File: src/rtl/urx_pkg.sv
package urx_pkg;

    typedef enum logic [1:0] {
        PAR_OFF  = 2'b00,
        PAR_EVEN = 2'b01,
        PAR_ODD  = 2'b10,
        PAR_OFF2 = 2'b11
    } par_mode_e;

    typedef enum logic [2:0] {
        ST_IDLE,
        ST_START,
        ST_DATA,
        ST_PAR,
        ST_STOP,
        ST_POST
    } rx_state_e;

    typedef struct packed {
        logic frame;
        logic parity;
    } rx_err_t;

    function automatic logic majority3(input logic [2:0] s);
        return (s[0] & s[1]) | (s[0] & s[2]) | (s[1] & s[2]);
    endfunction

    // true when data plus received parity bit disagree with the chosen sense
    function automatic logic parity_bad(input logic [7:0] d, input logic pbit,
                                        input logic odd);
        return ((^d) ^ pbit) != odd;
    endfunction

endpackage

File: src/rtl/urx_sync.sv
module urx_sync #(
    parameter int STAGES = 2
) (
    input  logic clk,
    input  logic rst,
    input  logic din,
    output logic dout,
    output logic fall
);
    logic [STAGES-1:0] chain;
    logic              prev;

    always_ff @(posedge clk) begin
        if (rst) begin
            chain <= '1;
            prev  <= 1'b1;
        end else begin
            chain <= {chain[STAGES-2:0], din};
            prev  <= chain[STAGES-1];
        end
    end

    assign dout = chain[STAGES-1];
    assign fall = prev & ~chain[STAGES-1];
endmodule

File: src/rtl/urx_sampler.sv
module urx_sampler #(
    parameter int OSR   = 16,
    parameter int CNT_W = $clog2(OSR)
) (
    input  logic clk,
    input  logic rst,
    input  logic run,
    input  logic tick,
    input  logic din,
    output logic voted,
    output logic shift_stb
);
    localparam logic [CNT_W-1:0] SMP_FIRST = CNT_W'(OSR / 2 - 2);
    localparam logic [CNT_W-1:0] SMP_LAST  = CNT_W'(OSR / 2);
    localparam logic [CNT_W-1:0] SHIFT_AT  = CNT_W'(OSR / 2 + 1);
    localparam logic [CNT_W-1:0] CNT_TOP   = CNT_W'(OSR - 1);

    logic [CNT_W-1:0] cnt;
    logic [2:0]       samp;

    always_ff @(posedge clk) begin
        if (rst || !run) begin
            cnt  <= '0;
            samp <= 3'b111;
        end else if (tick) begin
            cnt <= (cnt == CNT_TOP) ? '0 : cnt + 1'b1;
            if (cnt >= SMP_FIRST && cnt <= SMP_LAST)
                samp <= {samp[1:0], din};
        end
    end

    assign voted     = urx_pkg::majority3(samp);
    assign shift_stb = run & tick & (cnt == SHIFT_AT);
endmodule

File: src/rtl/urx_frame.sv
module urx_frame
    import urx_pkg::*;
(
    input  logic       clk,
    input  logic       rst,
    input  logic       rx_en,
    input  logic       fall,
    input  logic       shift_stb,
    input  logic       voted,
    input  logic       cfg_len8,
    input  logic [1:0] cfg_par,
    output logic       run,
    output logic       post,
    output logic       busy,
    output logic [7:0] data,
    output rx_err_t    err
);
    rx_state_e state;
    par_mode_e par_q;
    logic      len8_q;
    logic [2:0] idx;
    logic [2:0] last_idx;
    logic       par_on;

    assign last_idx = len8_q ? 3'd7 : 3'd6;
    assign par_on   = (par_q == PAR_EVEN) || (par_q == PAR_ODD);

    always_ff @(posedge clk) begin
        if (rst) begin
            state  <= ST_IDLE;
            par_q  <= PAR_OFF;
            len8_q <= 1'b1;
            idx    <= '0;
            data   <= '0;
            err    <= '0;
        end else begin
            case (state)
                ST_IDLE: begin
                    if (rx_en && fall) begin
                        state  <= ST_START;
                        len8_q <= cfg_len8;
                        par_q  <= par_mode_e'(cfg_par);
                        err    <= '0;
                    end
                end
                ST_START: begin
                    if (shift_stb) begin
                        if (voted) begin
                            state <= ST_IDLE;
                        end else begin
                            state <= ST_DATA;
                            idx   <= '0;
                            data  <= '0;
                        end
                    end
                end
                ST_DATA: begin
                    if (shift_stb) begin
                        data[idx] <= voted;
                        if (idx == last_idx)
                            state <= par_on ? ST_PAR : ST_STOP;
                        else
                            idx <= idx + 1'b1;
                    end
                end
                ST_PAR: begin
                    if (shift_stb) begin
                        err.parity <= parity_bad(data, voted, par_q == PAR_ODD);
                        state      <= ST_STOP;
                    end
                end
                ST_STOP: begin
                    if (shift_stb) begin
                        err.frame <= ~voted;
                        state     <= ST_POST;
                    end
                end
                ST_POST: state <= ST_IDLE;
                default: state <= ST_IDLE;
            endcase
        end
    end

    assign run  = (state == ST_START) || (state == ST_DATA) ||
                  (state == ST_PAR)   || (state == ST_STOP);
    assign post = (state == ST_POST);
    assign busy = (state != ST_IDLE);
endmodule

File: src/rtl/uart_vote_rx.sv
module uart_vote_rx
    import urx_pkg::*;
#(
    parameter int OSR         = 16,
    parameter int SYNC_STAGES = 2
) (
    input  logic       clk,
    input  logic       rst,
    input  logic       rx_en,
    input  logic       baud_tick,
    input  logic       rxd,
    input  logic       cfg_len8,
    input  logic [1:0] cfg_par,
    input  logic       rd_strobe,
    output logic [7:0] rx_byte,
    output logic       rx_done,
    output logic       err_frame,
    output logic       err_parity,
    output logic       err_overrun
);
    logic       line, fall, run, post, busy, voted, shift_stb, unread;
    logic [7:0] shreg;
    rx_err_t    pend;

    urx_sync #(.STAGES(SYNC_STAGES)) u_sync (
        .clk(clk), .rst(rst), .din(rxd), .dout(line), .fall(fall)
    );

    urx_sampler #(.OSR(OSR)) u_samp (
        .clk(clk), .rst(rst), .run(run), .tick(baud_tick), .din(line),
        .voted(voted), .shift_stb(shift_stb)
    );

    urx_frame u_frame (
        .clk(clk), .rst(rst), .rx_en(rx_en), .fall(fall),
        .shift_stb(shift_stb), .voted(voted), .cfg_len8(cfg_len8),
        .cfg_par(cfg_par), .run(run), .post(post), .busy(busy),
        .data(shreg), .err(pend)
    );

    // buffer and status are committed together with the completion pulse
    always_ff @(posedge clk) begin
        if (rst) begin
            rx_byte     <= '0;
            rx_done     <= 1'b0;
            err_frame   <= 1'b0;
            err_parity  <= 1'b0;
            err_overrun <= 1'b0;
            unread      <= 1'b0;
        end else begin
            rx_done <= 1'b0;
            if (post) begin
                rx_byte     <= shreg;
                rx_done     <= 1'b1;
                err_frame   <= pend.frame;
                err_parity  <= pend.parity;
                err_overrun <= unread & ~rd_strobe;
                unread      <= 1'b1;
            end else if (rd_strobe) begin
                unread <= 1'b0;
            end
        end
    end
endmodule

File: config.mk
export PLATFORM = sky130hd
export DESIGN_NAME = uart_vote_rx
export DESIGN_NICKNAME = d
export VERILOG_FILES = /design/src/rtl/urx_pkg.sv /design/src/rtl/urx_sync.sv /design/src/rtl/urx_sampler.sv /design/src/rtl/urx_frame.sv /design/src/rtl/uart_vote_rx.sv
export SDC_FILE = /design/constraint.sdc
export NUM_CORES = 1
export LEC_CHECK = 0
export ABC_AREA = 1
export ABC_CLOCK_PERIOD_IN_PS = 1700
export BUFFER_PORTS_ARGS = -buffer_cell sky130_fd_sc_hd__buf_2
export CAP_MARGIN = 30
export CORE_ASPECT_RATIO = 1.1
export CORE_MARGIN = 4
export CORE_UTILIZATION = 39
export DETAILED_ROUTE_END_ITERATION = 16
export GPL_ROUTABILITY_DRIVEN = 0
export PLACE_DENSITY = 0.66
export SYNTH_ARGS = -nofsm -noshare
export SYNTH_HDL_FRONTEND = slang
export SYNTH_SLANG_ARGS = --single-unit
File: constraint.sdc
create_clock -name clk -period 1.7 [get_ports clk]
set_input_delay 0 -clock clk [delete_from_list [all_inputs] [get_ports clk]]
set_output_delay 0 -clock clk [all_outputs]
set_load 0.05 [all_outputs]
* After elaboration in Yosys (flattened, before gate mapping)
Cells that the tools add are included.
** Storage, ports and cells
- Register bits after elaboration :: 42
- Input port bits :: 9
- Output and inout bits :: 12
- Word-level logic and storage cells :: 108
** Operators by class
- Add/sub/neg operators :: 2
- Magnitude comparators :: 4
- Equality and inequality tests :: 19
- Mux-type cells :: 31
- Bitwise gates (word level) :: 13
- Reduce and logical (&&, ||, !) cells :: 22
** Operators by type and width (number)
- two-way mux 3 bit :: 11
- two-way mux 8 bit :: 3
- case mux 8 bit (2 select lines) :: 1
- case mux 3 bit (5 select lines) :: 1
- inequality test 2 bit (second input constant) :: 6
- bitwise mux 8 bit :: 1
- equality test 4 bit (second input constant) :: 2
- nonzero test 2 bit :: 4
- parity 8 bit :: 1
- bitwise AND 1 bit :: 7
- two-way mux 1 bit :: 7
- equality test 3 x 2 -> 1 bit (second input constant) :: 2
- equality test 3 bit (second input constant) :: 2
- case mux 3 bit (2 select lines) :: 1
- AND reduction 3 bit :: 2
- AND reduction 6 bit :: 1
- logical OR 1 bit :: 5
- AND reduction 5 bit :: 1
- adder 4 x 1 -> 4 bit (second input constant) :: 1
- greater-or-equal comparator 4 x 3 -> 1 bit (second input constant) :: 1
- <= comparator 4 bit (second input constant) :: 1
- less-than comparator 3 x 4 -> 1 bit (second input constant) :: 1
- two-way mux 2 bit :: 2
- two-way mux 4 bit :: 1
- other kinds (18) :: 26

* Depth between registers and ports, before layout
Gate-level depths: netlist of run 1.
- Depth in word-level cells :: 8
- Mapped depth :: 14
- Gate-level depth less buffers :: 14

* Hierarchy
Synthesis of run 1 repeated with hierarchy kept, for this count alone.
** Second synthesis, totals
- Cell total of the unflattened synthesis :: 342
- Area total of the unflattened synthesis :: 2301.0 um^2
** Modules (own cells, without submodules)
- urx_frame :: times used 1, cells an instance 225, area each 1373.8 um^2, seq. area each 380.4 um^2
- uart_vote_rx :: times used 1, cells an instance 55, area each 456.7 um^2, seq. area each 260.2 um^2
- urx_sampler :: times used 1, cells an instance 50, area each 376.6 um^2, seq. area each 140.1 um^2
- urx_sync :: times used 1, cells an instance 12, area each 93.8 um^2, seq. area each 60.1 um^2

* Least setup slack after synthesis of run 1
No wires, ideal clock.
- Kind :: register to register
- From :: register u_samp.cnt[1]
- To :: register u_frame.data[3]
- Setup time :: 0.116 ns
- Arrival time :: 1.242 ns
- Required time :: 1.584 ns
- Setup slack :: 0.342 ns
- Stages on the path, launching flop included :: 11
- Path buffers :: 1
- Clock period less this slack :: 1.358 ns
- Cells stage by stage :: dfxtp_1 inv_1 ha_1 nand4_1 inv_2 nand2_2 nor2_4 buf_6 nand2_2 nor2_1 nor3b_2
** On the way
- Word-level cells in the longest chain between the ends :: 4
- Elaborated cells between the ends (all ways) :: 5
- Classes of those cells :: 3 x eq/ne; 1 x bitwise; 1 x reduce/logical
** RTL lines
- start, declared :: line urx_sampler.sv:18 : logic [CNT_W-1:0] cnt;
- start signal, assigned :: line urx_sampler.sv:26 : cnt <= (cnt == CNT_TOP) ? '0 : cnt + 1'b1;
- equality test 4 bit (*) :: line urx_sampler.sv:33 : assign shift_stb = run & tick & (cnt == SHIFT_AT);
- bitwise AND 1 bit (*) :: line urx_sampler.sv:33
- inequality test 2 bit (no line)
- AND reduction 4 bit (no line) (*)
- end signal, assigned by index :: line urx_frame.sv:59 : data[idx] <= voted;
- end, declared :: line urx_frame.sv:15 : output logic [7:0] data,
Every way passes the cells marked *; elsewhere a longest branch is shown, timed or not.
A chain may end at the register's enable or synchronous reset.

* Final worst setup path of run 1
- From :: register u_samp.cnt[1]
- To :: register u_frame.data[4]
Same word-level chain as after synthesis.

==> results.yml, run 1 <==
outcome:
  outcome: "finished clean"
yosys:
  synthArstFlopShare: 0
  synth_top_area_share: 0.408
  synthFlopType: "dfxtp_1"
  ys_warn_count: 0
  synth_area_leaders: "dfxtp_1 41%, nand2_1 14%, nor2_1 7.1%, inv_1 6.4%, o21ai_0 5.8%"
  synth_edf_count: 0
  synth_nets: 312
  yosys.area.top_type: "dfxtp_1"
  synth_area_per_cell_sq_um: 6.92
  yosysSeqAreaShare: 0.408
  ys_types: 31
  syn_inst: 298
  synthesis.area_sq_um: 2060
  synth_most_common_cell: "nand2_1"
  ys_ff_latch: 42
  netlist_top_cells_count: "75 x nand2_1, 42 x dfxtp_1, 39 x nor2_1, 35 x inv_1, 24 x o21ai_0"
die:
  io_pins: 21
  rows: 27
  dieArea_sq_um: 6520
  die_h_um: 84.3
  die_w_um: 77.3
  fp.coreArea_sq_um: 5070
  start_util: 0.407
setup_path:
  reg2reg_depth: 10
  required_ps: 1890
  r2r_end: "u_frame.data[4]"
  rrSetupSlack_ps: 170
  path_class: "reg -> reg"
  crit_path_end_kind: "register"
  arrival_ps: 1720
  start_kind: "register"
  worstSetupStartpoint: "u_samp.cnt[1]"
  cp_max_fo: 7
  regToRegStartpoint: "u_samp.cnt[1]"
  crit_end: "u_frame.data[4]"
layout:
  diodes: 0
  drive_above_1_share: 0.173
  post-route-util: 0.476
  syn_to_final_growth_pct: 16.9
  num-fill-cells: 523
  layout.nets: 344
  fin_cells: 388
clock_network:
  cts_buffers: 5
  cts_tree: "yes"
  htreeDepth: 2
  clockBufferDepth: 2
  clock-sinks: 42
  cts_root_buf: "clkbuf_8"
  clk_pin_slew_ps: 80
  cts-resized-gates: 0
  clock_latency_ps: 290
job:
  drv_cap: 0
min_path:
  hp-class: "in -> reg"
  hold_start: "rst"
sta:
  rsz0062_at_grt: "no"
  hold_ws_ps: 10.7
  drv_slew: 0
  tightestPinTransition_ps: 476
  period_needed_ps: 1530
  fmax_mhz: 654
  slew_headroom: 0.681
  period_share: 0.899
  skew_ps: 8.26
  setup_viol: 0
  hold_violations: 0
  tns_ps: 0
  finalWorstSetupSlack_ps: 171
drt:
  vias_per_cell: 4.73
  first_pass_iters: 4
  postRouteAntennaNets: 0
  drc: 0
  wirelength_um: 4220
  drt_iter0_drc: 116
  vias: 1835
  wl_per_cell_um: 10.9
place:
  numPortBuffers: 20
  dp_slack_ps: 179
  dp_cells: 376
  post-dp-hpwl_um: 3190
global_route:
  grt_pass1_vias: 1712
  antenna_found_initial: 0
  grt.total_usage: 0.140
  grt-ovfl-total: 0
  grt_first_pass_wirelength_um: 7420
  grt_start_max_net_pins: 21
pwr:
  p_leak_nw: 1.19
  powerDensity_nw_per_um2: 1040
  peakVddDrop_mv: 0.414
cell type report:
type                       instances  area (sq um)  share of cell area
clock buffer                       6          82.6              0.0343
clock inverter                     1          30.0              0.0125
inverter                          41           154              0.0638
multi-input combinational        208          1030               0.427
sequential                        42           841               0.349
tap                               58          72.6              0.0301
timing repair buffer              32           203              0.0841
flip-flops by register name, summed over array words and instances, names as in the netlist, 2 cells and up:
register       flops
u_frame.err        2
u_frame.data       8
rx_byte            8
u_samp.cnt         4
u_sync.chain       2
u_samp.samp        3
u_frame.par_q      2
u_frame.idx        3
u_frame.state      3
worst min path at each step:
stage,cells after the start,end
floorplan,1,u_sync.chain[0]
CTS,2,u_frame.idx[2]
global placement,2,u_sync.chain[0]
global route,2,u_frame.idx[2]
detailed placement,2,u_sync.chain[0]
finish,2,u_frame.idx[2]
metal layers:
layer	up-vias	wire length (um)	global-route usage	part of all wire
met4	0	84	0.0631	0.020
met1	799	2100	0.176	0.50
met3	6	119	0.0258	0.028
met2	24	1920	0.232	0.45
met5	-	0	0	0
li1	1006	-	-	-
cells in the final DEF (no fill, tap or decap), types with 5 or more instances in the layout:
cell           count
dlygate4sd3_1      5
nand2_2            7
a21oi_1           23
o21ai_0           24
nand2_1           75
dfxtp_1           42
inv_2              6
buf_2             20
nand3_1            7
inv_1             35
nor2_1            39
buf_4              7
ha_1               5
clkbuf_8           6
stage by stage:
stage          area [sq um]  power [mW]
5_1_grt                2410        2.66
3_3_place_gp           2250        1.72
3_5_place_dp           2250        1.73
6_report               2410        2.51
2_1_floorplan          2060        1.59
4_1_cts                2410        2.54
kinds of logic (layout without fill, tap and decap cells):
| kind of cell | Yosys count | in the layout | share of synthesized area |
|---|---|---|---|
| compound gates | 60 | 60 | 0.157 |
| xor+xnor | 3 | 3 | 0.0127 |
| fa+ha+maj | 5 | 5 | 0.0303 |
| buf+inv | 48 | 80 | 0.0959 |
| flops | 42 | 42 | 0.408 |
| simple gates | 140 | 140 | 0.297 |
worst max-delay path: stages, from the launching register on:
cell and delay, ps:
dfxtp_1 330, inv_1 100, ha_1 150, nand4_1 180, inv_2 110, nand2_2 70, nor2_4 100, buf_4 150
nand2_2 60, o21ai_1 140, nor2_1 50
repair_timing:
action                     CTS  global route
setup endpoints to repair    0             0
hold endpoints to repair     6             0
buffers inserted             0             0
hold buffers                 5             0
report_power, final:
| group | switching [mW] | internal (mW) |
|---|---|---|
| clock | 0.332 | 0.470 |
| combinational | 0.410 | 0.174 |
| sequential | 0.0616 | 1.06 |
| total | 0.804 | 1.71 |
(Power assumes the default switching activity.)
==> run 2, diff against run 1 <==
--- a/config.mk
+++ b/config.mk
@@ -11,10 +11,10 @@
 export CAP_MARGIN = 30
 export CORE_ASPECT_RATIO = 1.1
 export CORE_MARGIN = 4
-export CORE_UTILIZATION = 39
+export CORE_UTILIZATION = 58
 export DETAILED_ROUTE_END_ITERATION = 16
 export GPL_ROUTABILITY_DRIVEN = 0
-export PLACE_DENSITY = 0.66
+export PLACE_DENSITY = 0.88
 export SYNTH_ARGS = -nofsm -noshare
 export SYNTH_HDL_FRONTEND = slang
 export SYNTH_SLANG_ARGS = --single-unit
==> results.yml, run 2 (synthesized netlist as in run 1, its figures left out) <==
outcome:
  outcome: "finished clean"
sta:
  hold_violations: 0
  tightestPinTransition_ps: 441
  slew_headroom: 0.705
  skew_ps: 5.52
  period_share: 0.935
  drv_slew: 0
  setup_viol: 0
  period_needed_ps: 1590
  fmax_mhz: 629
die:
  io_pins: 21
  dieArea_sq_um: 4570
  die_w_um: 64.9
  fp.coreArea_sq_um: 3390
  rows: 22
  start_util: 0.609
  die_h_um: 70.5
place:
  post-dp-hpwl_um: 3120
  dp_cells: 365
  numPortBuffers: 20
pwr:
  powerDensity_nw_per_um2: 919
  p_leak_nw: 1.18
  peakVddDrop_mv: 0.542
  power.total_mw: 2.17
job:
  drv_cap: 0
clock_network:
  cts_buffers: 5
  cts_tree: "yes"
  post_cts_buffers: 0
  clock-sinks: 42
  clockBufferDepth: 2
  clock_latency_ps: 340
  clk_pin_slew_ps: 110
  htreeDepth: 2
  cts_root_buf: "clkbuf_4"
drt:
  drc: 0
  drt_iter0_drc: 114
  wl_per_cell_um: 11.2
  vias: 1888
  postRouteAntennaNets: 0
  first_pass_iters: 4
  wirelength_um: 4240
  vias_per_cell: 4.97
min_path:
  hp-class: "in -> reg"
setup_path:
  path_class: "reg -> reg"
  arrival_ps: 1830
  required_ps: 1940
  start_kind: "register"
  cp_max_fo: 7
  crit_path_end_kind: "register"
layout:
  layout.nets: 346
  drive_above_1_share: 0.169
  diodes: 0
  layout_common_cells: "75 x nand2_1, 41 x dfxtp_1, 39 x nor2_1"
  final_common_cell: "nand2_1"
  top_regs: "rx_byte: 8 flops, u_frame.data: 8 flops, u_samp.cnt: 4 flops"
  fin_cells: 380
  num-fill-cells: 295
  syn_to_final_growth_pct: 14.4
global_route:
  grt_pass1_vias: 1728
  grt_start_max_net_pins: 20
  grt_first_pass_wirelength_um: 7250
  antenna_found_initial: 0
  grt-ovfl-total: 0
  grt.total_usage: 0.200
## run 2: changes by cell type in the layout (fill, tap and decap cells not counted), sizes merged
cell and change:
buf -1, bufinv -1, clkbuf +1, dlygate4sd3 +3
## run 2: final cells by class
class	instances	area (sq um)	area share
repair buffers	34	225	0.0954
multi-input cells	208	1030	0.438
flip-flops and latches	42	842	0.357
clock buffers	7	45.0	0.0191
well taps	48	60.1	0.0255
inverters	41	154	0.0652
## run 2: what timing repair did
action,in CTS,in global routing
hold endpoints to repair,13,0
resized for setup,0,2
endpoints found under the setup margin,0,2
hold buffers,8,0
## run 2: per-layer routing
layer / global-route usage / routed length (um) / part of all wire
met3: 0.0603 / 208 / 0.049
met5: 0 / 0 / 0
met1: 0.234 / 1850 / 0.44
met4: 0.0751 / 90 / 0.021
met2: 0.340 / 2100 / 0.49
## run 2: through the flow
step	hold WS [ps]	worst slack (ps)	utilization	cell area [sq um]	setup TNS [ps]
floorplan	104	342	-	2060	0
global placement	185	209	0.658	2230	0
detailed placement	188	132	0.658	2230	0
CTS	96.7	107	0.695	2350	0
global route	111	-0.757	0.697	2360	-0.757
finish	94.1	110	0.697	2360	0
## run 2: final timing paths
kind / depth (start not counted) / to / slack, ps / startpoint
worst max-delay path: 10 / u_frame.data[7] / 110 / u_samp.cnt[1]
worst min-delay path: 5 / u_frame.len8_q / 90 / rx_en
worst max register to register: 10 / u_frame.data[7] / 110 / u_samp.cnt[1]
worst min register to register: 1 / u_sync.chain[1] / 440 / u_sync.chain[0]
## run 2: power by group
part / switching (mW) / internal (mW)
registers: 0.0632 / 1.06
clock network: 0.290 / 0.156
logic: 0.417 / 0.179
total: 0.770 / 1.40
## run 2: critical path, cell delays in order, from the launching register on
cell and delay, ps:
dfxtp_1 350, inv_1 110, ha_1 160, nand4_1 150
inv_2 100, nand2_2 80, nor2_4 150, buf_4 160
nand2_1 60, nor2_1 120, nor3b_2 60
==> run 3, diff against run 2 <==
--- a/config.mk
+++ b/config.mk
@@ -10,11 +10,11 @@
 export BUFFER_PORTS_ARGS = -buffer_cell sky130_fd_sc_hd__buf_2
 export CAP_MARGIN = 30
 export CORE_ASPECT_RATIO = 1.1
-export CORE_MARGIN = 4
+export CORE_MARGIN = 3
 export CORE_UTILIZATION = 58
 export DETAILED_ROUTE_END_ITERATION = 16
 export GPL_ROUTABILITY_DRIVEN = 0
-export PLACE_DENSITY = 0.88
+export PLACE_DENSITY_LB_ADDON = 0.05
 export SYNTH_ARGS = -nofsm -noshare
 export SYNTH_HDL_FRONTEND = slang
 export SYNTH_SLANG_ARGS = --single-unit
==> results.yml, run 3 (synthesized netlist as in run 1, its figures left out) <==
min_path:
  hp-class: "in -> reg"
sta:
  fmax_mhz: 644
  skew_ps: 4.16
  drv_slew: 0
  slew_headroom: 0.709
  period_needed_ps: 1550
  tns_ps: 0
  period_share: 0.914
  hold_violations: 0
  setup_viol: 0
  tightestPinTransition_ps: 435
setup_path:
  cp_max_fo: 7
  r2r_end: "u_frame.data[5]"
  rrSetupSlack_ps: 150
  crit_end: "u_frame.data[5]"
  worstSetupStartpoint: "u_samp.cnt[1]"
  crit_path_end_kind: "register"
  regToRegStartpoint: "u_samp.cnt[1]"
  start_kind: "register"
  path_class: "reg -> reg"
  arrival_ps: 1790
  reg2reg_depth: 10
  required_ps: 1940
pwr:
  internal_power_mw: 1.53
  power.share.clock: 0.254
  powerDensity_nw_per_um2: 962
  switching_share: 0.340
  peakVddDrop_mv: 0.689
  power.total_mw: 2.31
  switchingPower_uw: 784
  p_comb_frac: 0.260
  p_seq_frac: 0.486
  p_leak_nw: 1.20
layout:
  syn_to_final_growth_pct: 16.4
  layout_common_cells: "75 x nand2_1, 41 x dfxtp_1, 39 x nor2_1"
  num-fill-cells: 306
  multi_input_area_sq_um: 1030
  drive_above_1_share: 0.182
  final_common_cell: "nand2_1"
  diodes: 0
  top_regs: "rx_byte: 8 flops, u_frame.data: 8 flops, u_samp.cnt: 4 flops"
  regArea_sq_um: 842
  layout.nets: 348
clock_network:
  clock-sinks: 42
  clock_latency_ps: 350
  clk_pin_slew_ps: 110
  cts_root_buf: "clkbuf_4"
  htreeDepth: 2
  cts_tree: "yes"
  cts_buffers: 5
  clockBufferDepth: 2
drt:
  postRouteAntennaNets: 0
  wirelength_um: 4300
  drt_iter0_drc: 111
  vias: 1915
  drc: 0
  wl_per_cell_um: 11.2
  first_pass_iters: 4
  vias_per_cell: 5.00
die:
  dieArea_sq_um: 4310
  start_util: 0.609
  die_h_um: 68.5
  io_pins: 21
  fp.coreArea_sq_um: 3390
  die_w_um: 62.9
  rows: 22
global_route:
  grt-ovfl-total: 0
  grt.total_usage: 0.211
  antenna_found_initial: 0
  grt_start_max_net_pins: 16
  grt_first_pass_wirelength_um: 7110
  grt_pass1_vias: 1712
job:
  drv_cap: 0
outcome:
  outcome: "finished clean"
place:
  numPortBuffers: 20
  post-dp-hpwl_um: 3270
==> run 3: cell types whose count changed in the layout (fill, tap and decap cells not counted) <==
cell	change
nor3b_2	-1
clkbuf_1	-2
buf_4	+3
nor3b_1	+1
clkbuf_8	+3
dlygate4sd3_1	-1
==> run 3: worst min path at each step <==
stage / startpoint / endpoint / depth (start not counted)
CTS: rx_en / u_frame.par_q[0] / 5
floorplan: rxd / u_sync.chain[0] / 1
global placement: rxd / u_sync.chain[0] / 2
finish: rx_en / u_frame.par_q[0] / 5
detailed placement: rxd / u_sync.chain[0] / 2
global route: rx_en / u_frame.par_q[0] / 5
==> run 3: layout make-up <==
type                            instances  area share
Multi-Input combinational cell        208       0.428
Sequential cell                        42       0.351
Timing Repair Buffer                   36      0.0990
Inverter                               41      0.0641
Clock buffer                            8      0.0328
Tap cell                               48      0.0250
==> run 3: repair_timing <==
| item | 4_1_cts | 5_1_grt |
|---|---|---|
| resized for setup | 0 | 1 |
| endpoints found under the setup margin | 0 | 5 |
| hold endpoints to repair | 14 | 0 |
| buffers inserted | 0 | 1 |
| hold buffers | 7 | 0 |
==> run 3: per-stage QoR <==
step	utilization	instances	instance area, sq um	worst slack [ps]	hold WS, ps
floorplan	-	298	2060	342	104
CTS	0.707	382	2390	113	116
finish	0.709	383	2400	146	119
global placement	0.663	367	2240	177	183
detailed placement	0.663	367	2240	170	190
global route	0.709	383	2400	-10.2	164
==> run 3: layer usage <==
layer,track usage,vias up,wire length (um)
met5,0,-,0
met4,0.0826,0,36
met3,0.0340,4,126
met2,0.385,30,2060
met1,0.255,867,2070
li1,-,1014,-
==> run 3: power groups by stage <==
stage / Clock, mW / Combinational (mW) / Sequential, mW
finish: 0.587 / 0.601 / 1.12
global route: 0.634 / 0.678 / 1.13
CTS: 0.600 / 0.600 / 1.12
detailed placement: 0 / 0.585 / 1.14
global placement: 0 / 0.582 / 1.14
floorplan: 0 / 0.334 / 1.26
==> run 3: worst max-delay path, cell delays in order (launching register included) <==
cell	delay, ps
dfxtp_1	350
inv_1	100
ha_1	150
nand4_1	140
inv_2	100
nand2_2	80
nor2_4	100
buf_4	170
o21ai_0	100
nand2_1	90
a21oi_1	70
